[src/rtl/dcd_pkg.sv]
`timescale 1ns/1ps
// Shared types for the column decompressor: token kinds and controller states.
package dcd_pkg;
    typedef enum logic [1:0] {
        TK_ZERO = 2'd0,
        TK_DOSE = 2'd1,
        TK_COLZ = 2'd2,
        TK_FRMZ = 2'd3
    } tok_kind_t;

    typedef enum logic [2:0] {
        ST_COLLECT,
        ST_SHIFT,
        ST_UNLOAD,
        ST_SKIP
    } dcd_state_t;
endpackage

[src/rtl/dcd_row_lane.sv]
`timescale 1ns/1ps
// One staging lane per row: holds a column's dose for its row and serialises
// it MSB first into the row chain head while shift_en is high.
// Assumes load, clear and shift are never requested in the same cycle.
module dcd_row_lane #(
    parameter int DW = 10
) (
    input  logic          clk,
    input  logic          rst_n,
    input  logic          load_en,
    input  logic [DW-1:0] load_val,
    input  logic          clear,
    input  logic          shift_en,
    output logic          ser_bit
);
    logic [DW-1:0] stage;

    // Staging register: load, clear or shift left by one.
    always_ff @(posedge clk) begin
        if (!rst_n)        stage <= '0;
        else if (clear)    stage <= '0;
        else if (load_en)  stage <= load_val;
        else if (shift_en) stage <= {stage[DW-2:0], 1'b0};
    end

    assign ser_bit = stage[DW-1];
endmodule

[src/rtl/dcd_ctrl.sv]
`timescale 1ns/1ps
// Controller: steers dose tokens to row lanes, runs the DW-cycle column
// shift, counts columns and issues unload or frame skip.
// Assumes column-zero tokens arrive only at a column start and frame-zero
// tokens only at a frame start.
module dcd_ctrl
    import dcd_pkg::*;
#(
    parameter int ROWS = 4,
    parameter int COLS = 3,
    parameter int DW   = 10
) (
    input  logic            clk,
    input  logic            rst_n,
    input  logic            tok_valid,
    input  logic [1:0]      tok_kind,
    output logic            tok_ready,
    output logic [ROWS-1:0] wr_sel,
    output logic            clr_all,
    output logic            shift_on,
    output logic            unload,
    output logic            frame_skip,
    output logic            busy
);
    localparam int RW = (ROWS > 1) ? $clog2(ROWS) : 1;
    localparam int CW = (COLS > 1) ? $clog2(COLS) : 1;
    localparam int BW = (DW > 1) ? $clog2(DW) : 1;

    dcd_state_t    state;
    logic [RW-1:0] row_idx;
    logic [CW-1:0] col_idx;
    logic [BW-1:0] bit_idx;
    logic          take;
    logic          is_dose;

    // Handshake and state-decoded outputs.
    always_comb begin
        tok_ready  = (state == ST_COLLECT);
        take       = tok_valid && tok_ready;
        is_dose    = (tok_kind == TK_ZERO) || (tok_kind == TK_DOSE);
        shift_on   = (state == ST_SHIFT);
        unload     = (state == ST_UNLOAD);
        frame_skip = (state == ST_SKIP);
        busy       = (state == ST_SHIFT) ||
                     ((state == ST_COLLECT) && ((row_idx != '0) || (col_idx != '0)));
        clr_all    = take && (tok_kind == TK_COLZ);
    end

    // Lane write select: one-hot on the current row for a dose token.
    always_comb begin
        wr_sel = '0;
        if (take && is_dose) wr_sel[row_idx] = 1'b1;
    end

    // Sequencer: row steering, column shift timing and frame completion.
    always_ff @(posedge clk) begin
        if (!rst_n) begin
            state   <= ST_COLLECT;
            row_idx <= '0;
            col_idx <= '0;
            bit_idx <= '0;
        end else begin
            case (state)
                ST_COLLECT: begin
                    if (take) begin
                        if (tok_kind == TK_FRMZ) begin
                            state <= ST_SKIP;
                        end else if (tok_kind == TK_COLZ) begin
                            row_idx <= '0;
                            bit_idx <= '0;
                            state   <= ST_SHIFT;
                        end else if (row_idx == RW'(ROWS - 1)) begin
                            row_idx <= '0;
                            bit_idx <= '0;
                            state   <= ST_SHIFT;
                        end else begin
                            row_idx <= row_idx + 1'b1;
                        end
                    end
                end
                ST_SHIFT: begin
                    if (bit_idx == BW'(DW - 1)) begin
                        if (col_idx == CW'(COLS - 1)) begin
                            col_idx <= '0;
                            state   <= ST_UNLOAD;
                        end else begin
                            col_idx <= col_idx + 1'b1;
                            state   <= ST_COLLECT;
                        end
                    end else begin
                        bit_idx <= bit_idx + 1'b1;
                    end
                end
                default: state <= ST_COLLECT;
            endcase
        end
    end
endmodule

[src/rtl/col_decomp_fanout.sv]
`timescale 1ns/1ps
// Top: parallel column decompressor feeding ROWS serial row chains.
// One staging lane per row; all lanes shift together for DW cycles per
// column. Assumes the token stream delivers the far-end column first.
module col_decomp_fanout
    import dcd_pkg::*;
#(
    parameter int ROWS = 4,
    parameter int COLS = 3,
    parameter int DW   = 10
) (
    input  logic            clk,
    input  logic            rst_n,
    input  logic            tok_valid,
    input  logic [1:0]      tok_kind,
    input  logic [DW-1:0]   tok_dose,
    output logic            tok_ready,
    output logic [ROWS-1:0] si,
    output logic [ROWS-1:0] shift,
    output logic            unload,
    output logic            frame_skip,
    output logic            busy
);
    logic [ROWS-1:0] wr_sel;
    logic            clr_all;
    logic            shift_on;
    logic [DW-1:0]   lane_val;

    // Zero-dose tokens load zero regardless of the dose field.
    always_comb lane_val = (tok_kind == TK_DOSE) ? tok_dose : '0;

    dcd_ctrl #(.ROWS(ROWS), .COLS(COLS), .DW(DW)) u_ctrl (
        .clk(clk), .rst_n(rst_n), .tok_valid(tok_valid), .tok_kind(tok_kind),
        .tok_ready(tok_ready), .wr_sel(wr_sel), .clr_all(clr_all),
        .shift_on(shift_on), .unload(unload), .frame_skip(frame_skip), .busy(busy)
    );

    genvar r;
    generate
        for (r = 0; r < ROWS; r++) begin : g_lane
            dcd_row_lane #(.DW(DW)) u_lane (
                .clk(clk), .rst_n(rst_n), .load_en(wr_sel[r]), .load_val(lane_val),
                .clear(clr_all), .shift_en(shift_on), .ser_bit(si[r])
            );
        end
    endgenerate

    assign shift = {ROWS{shift_on}};
endmodule

[config.mk]
export PLATFORM = sky130hd
export DESIGN_NAME = col_decomp_fanout
export DESIGN_NICKNAME = d
export VERILOG_FILES = /design/src/rtl/dcd_pkg.sv /design/src/rtl/dcd_row_lane.sv /design/src/rtl/dcd_ctrl.sv /design/src/rtl/col_decomp_fanout.sv
export SDC_FILE = /design/constraint.sdc
export NUM_CORES = 1
export LEC_CHECK = 0
export ABC_AREA = 1
export ABC_CLOCK_PERIOD_IN_PS = 1850
export BUFFER_PORTS_ARGS = -buffer_cell sky130_fd_sc_hd__buf_4
export CORE_MARGIN = 8
export CORE_UTILIZATION = 55
export DETAILED_ROUTE_END_ITERATION = 12
export GPL_ROUTABILITY_DRIVEN = 0
export GPL_TIMING_DRIVEN = 0
export HOLD_SLACK_MARGIN = 0.03
export PLACE_DENSITY = 0.78
export REMOVE_ABC_BUFFERS = 1
export SYNTH_ARGS = -nofsm -noshare
export SYNTH_HDL_FRONTEND = slang
export SYNTH_SLANG_ARGS = --single-unit
[constraint.sdc]
create_clock -name clk -period 1.85 [get_ports clk]
set_clock_uncertainty 0.05 [all_clocks]
set_input_delay 0.37 -clock clk [delete_from_list [all_inputs] [get_ports clk]]
set_output_delay 0.37 -clock clk [all_outputs]
set_load 0.02 [all_outputs]
==> summary.md, run 1 <==
| Metric | Value |
|---|---|
| Vias in the first global route | roughly 2,400 |
| CTS buffer count | 5 |
| Dpl ws | -0.8146 ns |
| Routed Antenna Nets | 0 |
| Antenna violations before repair | 0 |
| Number of flops mapped to enable cells by yosys | 0 |
| CTS HTree Levels | 2 |
| Core area | 4755 um2 |
| DR vias | 2,607 |
| Chip height | 86.39 um |
| Worst-margin pin slew | ~0.63 ns |
| CP startpoint kind | flip-flop |
| RSZ-0062 raised after global routing | no |
| Die X | 86.39 um |
| Post-synth ARST share | 0 |
| Top-count cell post-synth | nand2_1 |
| Critical Path RT | between 1 and 1.5 ns |
| Remaining DRCs | 0 |
| Clock transition at path regs | 0.09 ns |
| Share of post-route cells with drive strength above 1 | 0.1369 |
| Warnings, synthesis | 0 |
| Mapped cell area | 2725 um2 |
| Final instance area | 3040 um2 |
| Distinct cells, synth | 28 |
| Register area share after synthesis | 0.3673 |
| Most frequent cells after synthesis | nand2_1 (180), dfxtp_1 (50), nand3_1 (47), a21oi_1 (45) |
| Initial Util | 0.5732 |
| Io pins | 27 |
| Slew Limit Headroom | 0.5773 |
| Max frequency | 0.5586 GHz |
| Largest net degree at the start of global routing | 33 |
| Worst-Skew Late Latency | 0.30 ns |
| Final worst slack | 0.05974 ns |
| Final hold vios | 0 |
| Max Cap Viol | 0 |
| Outcome | finished clean |
| CTS max path bufs | 2 |
| Syn Area/Cell | 6.519 um2 |
| Slew Viols, Final | 0 |
| Synthesis-to-layout area growth | 11.57% |
| Crit-path max FO | 24 |
| Final setup viols | 0 |
| Critical path endpoint category | output port |
| Total GRT Usage | 0.1738 |
| Nets | 452 |
| Synth top area share | 0.3673 |
| Pwr Density | 791.6 nW/um2 |
| Mapped Cells | about 420 |
| First-pass GRT wire length | about 11 mm |
| Hpwl dp | 4.037 mm |
| WL/cell | 12.72 um |
| Critical path's slowest cell | dfxtp_2 |
| Min Tclk post-route | 1.790 ns |
| 1st-iter DRT viols | 236 |
| CTS root buf | clkbuf_8 |
| Leak Pwr | 1.340 nW |
| Min-delay worst type | in2reg |
| Worst vdd ir | 0.5182 mV |
| CTS tree | built |
| Row cnt | 25 |
| Worst path arrival time | 1.37 ns |
| Synth top area cells | dfxtp_1 (37%), nand2_1 (25%), nand3_1 (8.6%) |
| Remaining Overflow, GRT | 0 |
| Hold_ws | 0.2908 ns |
| Main synth FF type | dfxtp_1 |
| #FFs+latches synth | 50 |
| Setup bufs post-CTS | 0 |
| DRT Wirelength | 6.334 mm |
| Crit path cell chain | nand2_8 -> inv_16 -> buf_4 |
| Area after DPL | 2887 um2 |
| Diode count | 0 |
| Biggest area consumer among synthesized cells | dfxtp_1 |
| Post-DR vias/cell | 5.235 |
| Drt pass-1 iters | 4 |
| PortBufs | 26 |
| Clock sink total | 50 |
| Slowest stage delay, CP | 0.52 ns |
| Die area | 7463 um2 |
| Tcrit/Tclk final | 0.9677 |
| Start-to-end type of the worst setup path | reg2out |
-- cells in the final DEF (no fill, tap or decap), drive strengths merged --
cell type,Yosys,layout
a211oi,2,2
a21oi,45,45
a31oi,2,2
and3,1,1
buf,20,27
clkbuf,4,7
clkinv,0,1
dfxtp,50,50
ha,7,7
inv,20,21
nand2,185,186
nand3,48,48
nor2,24,24
nor3,1,1
o211a,1,1
o21ai,5,5
or2,2,2
xnor2,1,1
-- worst paths after layout --
check                                  from                   endpoint  slack [ns]  depth (start not counted)
setup / recovery            u_ctrl.state[0]                   shift[1]        0.06                          3
hold / removal                        rst_n          u_ctrl.bit_idx[0]        0.29                          3
setup reg to reg            u_ctrl.state[0]  g_lane[2].u_lane.stage[4]        0.22                          6
hold reg to reg   g_lane[1].u_lane.stage[1]  g_lane[1].u_lane.stage[1]        0.44                          2
-- flip-flops by register name (all words and copies together), names as in the netlist --
name                 cells
u_ctrl.bit_idx           4
u_ctrl.col_idx           2
u_ctrl.state             2
u_ctrl.row_idx           2
g_lane.u_lane.stage     40
-- kinds of logic after synthesis --
family | share of synthesized area
XOR/XNOR | 0.003215
buffers and inverters | 0.08310
adder cells (fa/ha/maj) | 0.03214
flip-flops | 0.3673
AO/OA/AOI/OAI | 0.1056
AND/OR/NAND/NOR | 0.4086
-- metal layers --
layer | routed length, um | vias to the layer above | track usage | share of wire
met5 | 0 | - | 0 | 0
met4 | 82 | 0 | 0.06260 | 0.013
met3 | 334 | 7 | 0.03970 | 0.053
met2 | 2963 | 55 | 0.2951 | 0.47
met1 | 2953 | 1193 | 0.2079 | 0.47
li1 | - | 1352 | - | -
-- critical path, delay by kind of cell (launching register included) --
kind / cells / cell delay [ns]
AND/OR/NAND/NOR: 1 / 0.20
buffers and inverters: 2 / 0.32
flip-flops: 1 / 0.52
-- power by group --
| part | switching, mW | internal [mW] |
|---|---|---|
| logic | 0.384 | 0.180 |
| registers | 0.0490 | 1.13 |
| clock network | 0.366 | 0.303 |
-- stage by stage --
stage	util	TNS [ns]	power, mW	instances
final	0.6395	0	2.407	498
after global routing	0.6395	0	2.520	498
after CTS	0.6382	0	2.413	498
after detailed placement	0.6071	-22.79	1.710	488
after global placement	0.6005	-59.59	1.693	487
after floorplan	-	-21.46	1.530	394
-- layout make-up --
type / instances / area [um2]
Multi-Input combinational cell: 325 / 1536
Fill cell: 464 / 1714
Timing Repair inverter: 1 / 8.758
Tap cell: 67 / 83.83
Sequential cell: 50 / 1008
Clock buffer: 7 / 86.33
Inverter: 20 / 96.34
Timing Repair Buffer: 27 / 215.2
Clock inverter: 1 / 5.005
-- repair_timing --
| item | 4_1_cts | 5_1_grt |
|---|---|---|
| pin swaps | 1 | 1 |
| endpoints found under the hold margin | 0 | 0 |
| gates cloned | 2 | 0 |
| hold buffers | 0 | 0 |
| setup endpoints to repair | 48 | 6 |
| gates resized for setup | 12 | 3 |
No activity file was read; power rests on OpenSTA's default activity.
==> run 2, diff against run 1 <==
--- a/config.mk
+++ b/config.mk
@@ -12,7 +12,6 @@
 export CORE_UTILIZATION = 55
 export DETAILED_ROUTE_END_ITERATION = 12
 export GPL_ROUTABILITY_DRIVEN = 0
-export GPL_TIMING_DRIVEN = 0
 export HOLD_SLACK_MARGIN = 0.03
 export PLACE_DENSITY = 0.78
 export REMOVE_ABC_BUFFERS = 1
==> run 2 against run 1 <==
Net effect:
- combinational power rose by 3%
- maximum frequency rose by 1.3%
- via count fell by 0.81%
- critical endpoint unchanged
- worst setup slack improved by 0.023 ns
- sequential cell count did not move
- core utilization fell by 0.34 points
- highest routed layer unchanged
- final area fell by 0.54%
- routed wire length fell by 4.5%
- cell count rose by 0.20%
==> summary.md, run 2 (synthesis gave the netlist of run 1 again) <==
| Metric | Value |
|---|---|
| Antenna violations before repair | 0 (unchanged) |
| Post-DR vias/cell | 5.182 (was 5.235) |
| Core area | 4755 um2 (unchanged) |
| Clock sink total | 50 (unchanged) |
| Final Util | 0.6361 (was 0.6395) |
| Largest net degree at the start of global routing | 46 (was 33) |
| Pwr Density | 772.6 nW/um2 (was 791.6 nW/um2) |
| Vias in the first global route | 2,452 (was 2,383) |
| Worst vdd ir | 0.4923 mV (was 0.5182 mV) |
| CTS buffer count | 5 (unchanged) |
| Row cnt | 25 (unchanged) |
| Critical path endpoint category | output port (unchanged) |
| Reg-to-Reg Start | u_ctrl.state[1] (was u_ctrl.state[0]) |
| Dpl ws | 0.2263 ns (was -0.8146 ns) |
| Leak Pwr | 1.341 nW (was 1.340 nW) |
| Max Cap Viol | 0 (unchanged) |
| DR vias | 2,586 (was 2,607) |
| Diode count | 0 (unchanged) |
| Sw Ratio | 0.3173 (was 0.3318) |
| CP startpoint kind | flip-flop (unchanged) |
| Crit path cell chain | inv_1 -> nand2_2 -> inv_4 -> buf_12 -> buf_4 (was nand2_8 -> inv_16 -> buf_4) |
| Final hold vios | 0 (unchanged) |
| Hold Crit Depth | 3 (unchanged) |
| Slowest stage delay, CP | 0.42 ns (was 0.52 ns) |
| PortBufs | 26 (unchanged) |
| RSZ-0062 raised after global routing | no (unchanged) |
| Hold Path Sink | u_ctrl.bit_idx[1] (was u_ctrl.bit_idx[0]) |
| Min-delay worst type | in2reg (unchanged) |
| Setup bufs post-CTS | 0 (unchanged) |
| CTS HTree Levels | 2 (unchanged) |
| Hpwl dp | 4.144 mm (was 4.037 mm) |
| Hold path start | rst_n (unchanged) |
| Die area | 7463 um2 (unchanged) |
| CTS Hold Bufs | 0 (unchanged) |
| Reg2Reg Setup Slack | 0.27 ns (was 0.22 ns) |
| Max frequency | 0.5658 GHz (was 0.5586 GHz) |
| Final setup viols | 0 (unchanged) |
| Crit-path max FO | 20 (was 24) |
| First-pass GRT wire length | 10.44 mm (was 10.66 mm) |
| Fraction of power consumed by sequential logic | 0.498 (was 0.488) |
| Synthesis-to-layout area growth | 10.97% (was 11.57%) |
| Largest reg by FF count | g_lane.u_lane.stage (unchanged) |
| RR Endpoint | g_lane[1].u_lane.stage[6] (was g_lane[2].u_lane.stage[4]) |
| Total GRT Usage | 0.1686 (was 0.1738) |
| Die X | 86.39 um (unchanged) |
| Critical Path RT | 1.43 ns (about the same) |
| Int Power | 1.595 mW (was 1.608 mW) |
| CTS root buf | clkbuf_8 (unchanged) |
| Slew Viols, Final | 0 (unchanged) |
| Worst-Skew Late Latency | 0.30 ns (about the same) |
| Gate power share | 0.248 (was 0.234) |
| Routed Antenna Nets | 0 (unchanged) |
| Tcrit/Tclk final | 0.9553 (was 0.9677) |
| Min Tclk post-route | 1.767 ns (was 1.790 ns) |
| Remaining Overflow, GRT | 0 (unchanged) |
| Largest register FFs | 40 (unchanged) |
| Initial Util | 0.5732 (unchanged) |
| Cells on worst reg2reg path | 6 (unchanged) |
| CTS max path bufs | 2 (unchanged) |
| 1st-iter DRT viols | 180 (was 236) |
| Worst-margin pin slew | 0.5966 ns (was 0.6317 ns) |
| Drt pass-1 iters | 4 (unchanged) |
| Critical path's slowest cell | dfxtp_1 (was dfxtp_2) |
| DRT Wirelength | 6.048 mm (was 6.334 mm) |
| Clock transition at path regs | 0.08 ns (was 0.09 ns) |
| Clock Power Share | 0.254 (was 0.278) |
| Slew Limit Headroom | 0.6008 (was 0.5773) |
| CTS tree | built (unchanged) |
| Chip height | 86.39 um (unchanged) |
| Most frequent cells in the layout | nand2_1 (180), nand3_1 (47), dfxtp_1 (47) (was nand2_1 (180), nand3_1 (47), dfxtp_1 (46)) |
| Nets | 454 (was 452) |
| Final worst slack | 0.08272 ns (was 0.05974 ns) |
| Io pins | 27 (unchanged) |
| Start-to-end type of the worst setup path | reg2out (unchanged) |
| Worst path arrival time | 1.35 ns (was 1.37 ns) |
| Share of post-route cells with drive strength above 1 | 0.1319 (was 0.1369) |
| Largest registers | g_lane.u_lane.stage: 40 flops, u_ctrl.bit_idx: 4 flops (unchanged) |
| WL/cell | 12.12 um (was 12.72 um) |
| Outcome | finished clean (unchanged) |
| Remaining DRCs | 0 (unchanged) |
| Psw | 741.3 uW (was 798.6 uW) |
| Most common cell after layout, fill and taps aside | nand2_1 (unchanged) |
==> run 2: worst max-delay path by stage <==
stage / from / to / slack (ns) / cells past startpoint
floorplan: u_ctrl.state[0] / g_lane[0].u_lane.stage[0] / -0.48 / 4
detailed placement: tok_kind[1] / g_lane[2].u_lane.stage[3] / 0.23 / 6
finish: u_ctrl.state[1] / shift[1] / 0.08 / 5
CTS: u_ctrl.row_idx[1] / busy / 0.01 / 4
global placement: u_ctrl.state[0] / g_lane[1].u_lane.stage[9] / 0.26 / 6
global route: u_ctrl.state[1] / shift[0] / 0.008 / 5
==> run 2: repair_timing <==
item / 4_1_cts / 5_1_grt
setup endpoints to repair: 1 / 5
gates resized for setup: 1 / 4
cloned: 0 / 1
==> run 2: metrics by stage <==
stage / hold slack, ns / TNS [ns] / area, um2 / power, mW / std cells
3_5_place_dp: 0.4237 / 0 / 2914 / 1.737 / 491
4_1_cts: 0.2902 / 0 / 2992 / 2.326 / 498
2_1_floorplan: 0.4094 / -21.46 / 2576 / 1.530 / 394
5_1_grt: 0.2942 / 0 / 3024 / 2.474 / 499
3_3_place_gp: 0.4180 / 0 / 2914 / 1.733 / 491
6_report: 0.3029 / 0 / 3024 / 2.336 / 499
==> run 2: worst max-delay path: cells and delay by family, from the launching register on <==
family                 cells  cell delay, ns
buffers and inverters      4            0.50
flip-flops                 1            0.42
AND/OR/NAND/NOR            1            0.12
==> run 2: routing by layer <==
metal	up-vias	track usage	wire [um]
met1	1157	0.1984	2795
met4	0	0.05164	67
met5	-	0	0
li1	1357	-	-
met3	6	0.04159	345
met2	66	0.2924	2840
==> run 2: cell type report <==
cell class / instances / area, um2
multi-input cells: 324 / 1504
clock buffers: 7 / 76.32
flip-flops and latches: 50 / 1005
inverters: 20 / 80.08
fillers: 472 / 1730
repair buffers: 31 / 275.3
well taps: 67 / 83.83
==> run 2: power by group through the flow <==
stage	logic (mW)	registers [mW]	clock network, mW
6_report	0.580	1.16	0.593
5_1_grt	0.648	1.17	0.654
4_1_cts	0.551	1.16	0.611
3_5_place_dp	0.549	1.19	0
3_3_place_gp	0.547	1.19	0
2_1_floorplan	0.345	1.18	0
